$ cat config.mk
export PLATFORM = sky130hd
export DESIGN_NAME = pfx_adder16
export DESIGN_NICKNAME = d
export VERILOG_FILES = /design/src/rtl/pfx_add_pkg.sv /design/src/rtl/pfx_rst_sync.sv /design/src/rtl/pfx_pg_gen.sv /design/src/rtl/pfx_prefix_level.sv /design/src/rtl/pfx_level_group.sv /design/src/rtl/pfx_adder16.sv
export SDC_FILE = /design/constraint.sdc
export NUM_CORES = 1
export LEC_CHECK = 0
export BUFFER_PORTS_ARGS = -buffer_cell sky130_fd_sc_hd__buf_2
export CAP_MARGIN = 15
export CORE_MARGIN = 2
export CORE_UTILIZATION = 50
export DETAILED_ROUTE_END_ITERATION = 7
export GPL_TIMING_DRIVEN = 1
export HOLD_SLACK_MARGIN = 0.08
export PLACE_DENSITY = 0.72
export SLEW_MARGIN = 10
export SYNTH_ARGS = -nofsm -noshare
export SYNTH_HDL_FRONTEND = slang
export SYNTH_HIERARCHICAL = 1
export SYNTH_SLANG_ARGS = --single-unit
$ cat constraint.sdc
create_clock -name clk -period 0.8 [get_ports clk]
set_clock_uncertainty 0.05 [all_clocks]
set_input_delay 0.04 -clock clk [delete_from_list [all_inputs] [get_ports clk]]
set_output_delay 0.04 -clock clk [all_outputs]
set_load 0.05 [all_outputs]
$ cat src/rtl/pfx_add_pkg.sv
package pfx_add_pkg;
  localparam int unsigned PFX_W_DEFAULT = 16;
endpackage

$ cat src/rtl/pfx_rst_sync.sv
module pfx_rst_sync (
  input  logic clk,
  input  logic rst_n,
  output logic rst_n_sync
);
  logic meta_q;

  always_ff @(posedge clk or negedge rst_n) begin
    if (!rst_n) begin
      meta_q     <= 1'b0;
      rst_n_sync <= 1'b0;
    end else begin
      meta_q     <= 1'b1;
      rst_n_sync <= meta_q;
    end
  end
endmodule

$ cat src/rtl/pfx_pg_gen.sv
module pfx_pg_gen #(
  parameter int W = 16
) (
  input  logic [W-1:0] a,
  input  logic [W-1:0] b,
  output logic [W-1:0] p,
  output logic [W-1:0] g
);
  always_comb begin
    p = a ^ b;
    g = a & b;
  end
endmodule

$ cat src/rtl/pfx_prefix_level.sv
// One prefix level: each position at or above SPAN merges with position i-SPAN.
module pfx_prefix_level #(
  parameter int W    = 16,
  parameter int SPAN = 1
) (
  input  logic [W-1:0] g_in,
  input  logic [W-1:0] p_in,
  output logic [W-1:0] g_out,
  output logic [W-1:0] p_out
);
  for (genvar i = 0; i < W; i++) begin : g_bit
    if (i >= SPAN) begin : g_merge
      logic pg_and;
      assign pg_and   = p_in[i] & g_in[i-SPAN];
      assign g_out[i] = g_in[i] | pg_and;
      assign p_out[i] = p_in[i] & p_in[i-SPAN];
    end else begin : g_pass
      assign g_out[i] = g_in[i];
      assign p_out[i] = p_in[i];
    end
  end
endmodule

$ cat src/rtl/pfx_level_group.sv
// NLEV chained prefix levels with spans FIRST_SPAN, 2*FIRST_SPAN, ...
module pfx_level_group #(
  parameter int W          = 16,
  parameter int FIRST_SPAN = 1,
  parameter int NLEV       = 2
) (
  input  logic [W-1:0] g_in,
  input  logic [W-1:0] p_in,
  output logic [W-1:0] g_out,
  output logic [W-1:0] p_out
);
  logic [NLEV:0][W-1:0] g_chain;
  logic [NLEV:0][W-1:0] p_chain;

  assign g_chain[0] = g_in;
  assign p_chain[0] = p_in;

  for (genvar lv = 0; lv < NLEV; lv++) begin : g_lvl
    pfx_prefix_level #(
      .W   (W),
      .SPAN(FIRST_SPAN << lv)
    ) u_level (
      .g_in (g_chain[lv]),
      .p_in (p_chain[lv]),
      .g_out(g_chain[lv+1]),
      .p_out(p_chain[lv+1])
    );
  end

  assign g_out = g_chain[NLEV];
  assign p_out = p_chain[NLEV];
endmodule

$ cat src/rtl/pfx_adder16.sv
module pfx_adder16 #(
  parameter int W = pfx_add_pkg::PFX_W_DEFAULT
) (
  input  logic         clk,
  input  logic         rst_n,
  input  logic         in_valid,
  input  logic [W-1:0] a_in,
  input  logic [W-1:0] b_in,
  output logic         out_valid,
  output logic [W-1:0] sum_out,
  output logic         carry_out
);
  localparam int LEVELS  = $clog2(W);
  localparam int LV_S2   = LEVELS / 2;
  localparam int LV_S3   = LEVELS - LV_S2;
  localparam int SPAN_S3 = 1 << LV_S2;

  logic rst_n_s;

  pfx_rst_sync u_rst_sync (
    .clk       (clk),
    .rst_n     (rst_n),
    .rst_n_sync(rst_n_s)
  );

  // Stage 1: bit propagate / generate
  logic [W-1:0] p1_d, g1_d, p1_q, g1_q;
  logic         v1_d, v1_q;

  pfx_pg_gen #(.W(W)) u_pg (
    .a(a_in), .b(b_in), .p(p1_d), .g(g1_d)
  );

  // Stage 2: spans 1 and 2
  logic [W-1:0] g2_d, pp2_d, g2_q, pp2_q, praw2_q;
  logic         v2_d, v2_q;

  pfx_level_group #(.W(W), .FIRST_SPAN(1), .NLEV(LV_S2)) u_grp_s2 (
    .g_in (g1_q), .p_in (p1_q),
    .g_out(g2_d), .p_out(pp2_d)
  );

  // Stage 3: spans 4 and 8, carries for every position
  logic [W-1:0] c3_d, pp3_d, c3_q, praw3_q;
  logic         v3_d, v3_q;

  pfx_level_group #(.W(W), .FIRST_SPAN(SPAN_S3), .NLEV(LV_S3)) u_grp_s3 (
    .g_in (g2_q), .p_in (pp2_q),
    .g_out(c3_d), .p_out(pp3_d)
  );

  // Stage 4: sum
  logic [W-1:0] sum_d, sum_q;
  logic         cout_d, cout_q, v4_d, v4_q;

  // Next-state logic
  always_comb begin
    v1_d   = in_valid;
    v2_d   = v1_q;
    v3_d   = v2_q;
    v4_d   = v3_q;
    sum_d  = praw3_q ^ {c3_q[W-2:0], 1'b0};
    cout_d = c3_q[W-1];
  end

  // Valid chain: the only reset state
  always_ff @(posedge clk or negedge rst_n_s) begin
    if (!rst_n_s) begin
      v1_q <= 1'b0;
      v2_q <= 1'b0;
      v3_q <= 1'b0;
      v4_q <= 1'b0;
    end else begin
      v1_q <= v1_d;
      v2_q <= v2_d;
      v3_q <= v3_d;
      v4_q <= v4_d;
    end
  end

  // Data registers, each loaded only under its stage enable
  always_ff @(posedge clk) begin
    if (v1_d) begin
      p1_q <= p1_d;
      g1_q <= g1_d;
    end
    if (v2_d) begin
      g2_q    <= g2_d;
      pp2_q   <= pp2_d;
      praw2_q <= p1_q;
    end
    if (v3_d) begin
      c3_q    <= c3_d;
      praw3_q <= praw2_q;
    end
    if (v4_d) begin
      sum_q  <= sum_d;
      cout_q <= cout_d;
    end
  end

  assign out_valid = v4_q;
  assign sum_out   = sum_q;
  assign carry_out = cout_q;

  // full result four cycles after acceptance
  a_r1_result: assert property (@(posedge clk) disable iff (!rst_n_s)
    out_valid |-> ({carry_out, sum_out} ==
                   ({1'b0, $past(a_in, 4)} + {1'b0, $past(b_in, 4)})));

  // valid latency is exactly four cycles
  a_r2_valid_latency: assert property (@(posedge clk) disable iff (!rst_n_s)
    in_valid |-> ##4 out_valid);

  // an idle cycle yields an idle output slot
  a_r7_idle_slot: assert property (@(posedge clk) disable iff (!rst_n_s)
    !in_valid |-> ##4 !out_valid);

  // stage 1 holds while no operation is accepted
  a_r7_s1_hold: assert property (@(posedge clk) disable iff (!rst_n_s)
    !in_valid |=> ($stable(p1_q) && $stable(g1_q)));

  // the whole-word group propagate after all levels is the AND of bit propagates
  a_r3_word_propagate: assert property (@(posedge clk) disable iff (!rst_n_s)
    v2_q |-> (pp3_d[W-1] == (&praw2_q)));

  // low-nibble carry resolved after spans 1 and 2
  a_r4_nibble_carry: assert property (@(posedge clk) disable iff (!rst_n_s)
    v2_q |-> ({g2_q[3], 4'b0000} ==
              (({1'b0, $past(a_in[3:0], 2)} + {1'b0, $past(b_in[3:0], 2)}) & 5'b10000)));

  // word carry-out present at the end of stage 3
  a_r5_cout_stage3: assert property (@(posedge clk) disable iff (!rst_n_s)
    v3_q |-> ({c3_q[W-1], {W{1'b0}}} ==
              (({1'b0, $past(a_in, 3)} + {1'b0, $past(b_in, 3)}) & {1'b1, {W{1'b0}}})));
endmodule

==> flow_summary.ini <==
[critical_path]
crit_fanout = 4
worstSetupPathType = reg2reg
cp-end-kind = register
cp.required_ns = 1.02
cp.arrival_ns = 1.42
start_kind = register

[clock_network]
clock_sinks = 131
clk-insertion-delay-late_ns = 0.52
cts_tree = yes
numCtsBuffers = 17
holdBufCountCts = 35
clkTransAtPathRegs_ns = 0.06
cts_max_level = 4
cts.path.max_buffers = 2
cts_root_buffer = clkbuf_8

[sta]
rsz0062_at_grt = true
worst_slack_ns = -0.400
fmax_mhz = 834
hold_ws_ns = 0.0178
hold_viol = 0
fin_setup_tns_ns = -39.40
post-route-period-util_pct = 150
final-setup-viol-count = 181
drv_slew = 0
period_needed_ns = 1.20

[grt]
grt_max_degree = 34
grt_first_pass_wirelength_um = 13500
antenna_found_initial = 0
grt_pass1_vias = 2667
grt_usage_pct = 18.1
grt-ovfl-total = 0

[power_and_ir_drop]
pwr_density_cell_nw_per_um2 = 2630
combPwrFrac_pct = 11.1
vdd_drop_max_mv = 1.75
p_int_uw = 13700
power_uw = 18100
power.share.clock_pct = 40.1
p_leak_uw = 0.00282
swShare_pct = 24.4
p_switching_uw = 4420
seq_power_share_pct = 48.9

[placement]
dp.cells = 444
gp_congestion = 0.766
post-place-ws_ns = -0.363
io_buffer_count = 52
hpwl_um = 4760

[routing]
vias = 2658
drt_iter0_markers = 200
wl_per_cell_um = 18.1
viasPerCell = 4.99
ant_nets = 0
finalWirelength_um = 9630
route.detailed.drc = 0
drt_pass1_iterations = 4

[yosys]
synth.net_count = 312
syn-cell-area_um2 = 4940
synth_area_per_cell_um2 = 18.9
synthCells = 261
ys_warn_count = 6

[floorplanning]
ioPinCount = 53
die_y_um = 103
die-area_um2 = 10700
die_x_um = 103
rows = 36
start_util_pct = 51.0
core_area_um2 = 9680

[hold_path]
hold_class = reg2async

[finish]
syn2layout_area_growth_pct = 39.0
antennaDiodeCount = 0
drive_gt1_share_pct = 37.5
seqCellArea_um2 = 3910
instances_no_fill = 533
fillerInstances = 561
multi_input_area_um2 = 988
final_common_cell = edfxtp_1
layout_common_cells = 125 x edfxtp_1, 49 x a21o_1, 35 x dlygate4sd3_1
nNetsFinal = 438

[status]
violations = setup timing
status = complete, but fails checks

[job]
cap_viol_max_count = 0
[critical path: stages, from the launching register on]
cell	delay [ns]
edfxtp_1	0.48
a21o_1	0.24
a21o_1	0.18
[path summary, 6_finish.rpt]
kind | start | endpoint | slack [ns] | cells past startpoint
setup / recovery | p1_q[3] | g2_q[3] | -0.40 | 2
hold / removal | u_rst_sync/rst_n_sync | v2_q | 0.02 | 0
setup reg to reg | p1_q[3] | g2_q[3] | -0.40 | 2
hold reg to reg | u_rst_sync/rst_n_sync | v2_q | 0.02 | 0
max in group asynchronous | rst_n | u_rst_sync/rst_n_sync | 0.18 | 3
min in group clk | b_in[11] | p1_q[11] | 0.29 | 3
[state kept, by name, indices dropped and copies added (netlist names), 12 cells and up]
name and cells:
praw2_q 16, c3_q 16, g1_q 16, pp2_q 12, praw3_q 16, sum_out 16, p1_q 16, g2_q 16
[timing repair]
action,4_1_cts,5_1_grt
gates cloned,4,3
pin swaps,38,22
endpoints found under the hold margin,71,4
buffers inserted,15,10
gates resized for setup,57,25
setup endpoints to repair,174,181
[metal layers]
layer | share of wire [%] | wire length (um) | GRT usage, % | vias up
met5 | 0 | 0 | 0 | -
met4 | 1.8 | 178 | 9.31 | 0
met3 | 5.9 | 570 | 5.04 | 15
met2 | 54 | 5210 | 31.4 | 93
met1 | 38 | 3670 | 20.4 | 1315
li1 | - | - | - | 1235
[per-stage QoR]
stage	util (%)	cell area (um2)
floorplan	-	5020
global placement	56.1	5430
detailed placement	56.1	5430
CTS	69.5	6730
global route	70.9	6870
finish	70.9	6870
[power groups by stage]
stage               clock (uW)  combinational (uW)  sequential, uW
floorplan                    0                 675            9170
global placement             0                1340            8890
detailed placement           0                1370            8920
CTS                       7240                1860            8800
global route              7650                2140            8900
finish                    7240                2010            8840
[layout make-up]
type | count | area share (%)
Clock buffer | 17 | 6.03
Clock inverter | 15 | 2.11
Multi-Input combinational cell | 115 | 14.4
Sequential cell | 131 | 57.0
Tap cell | 133 | 2.42
Timing Repair Buffer | 122 | 18.0
Note: power is estimated with default switching activity, not from simulation.
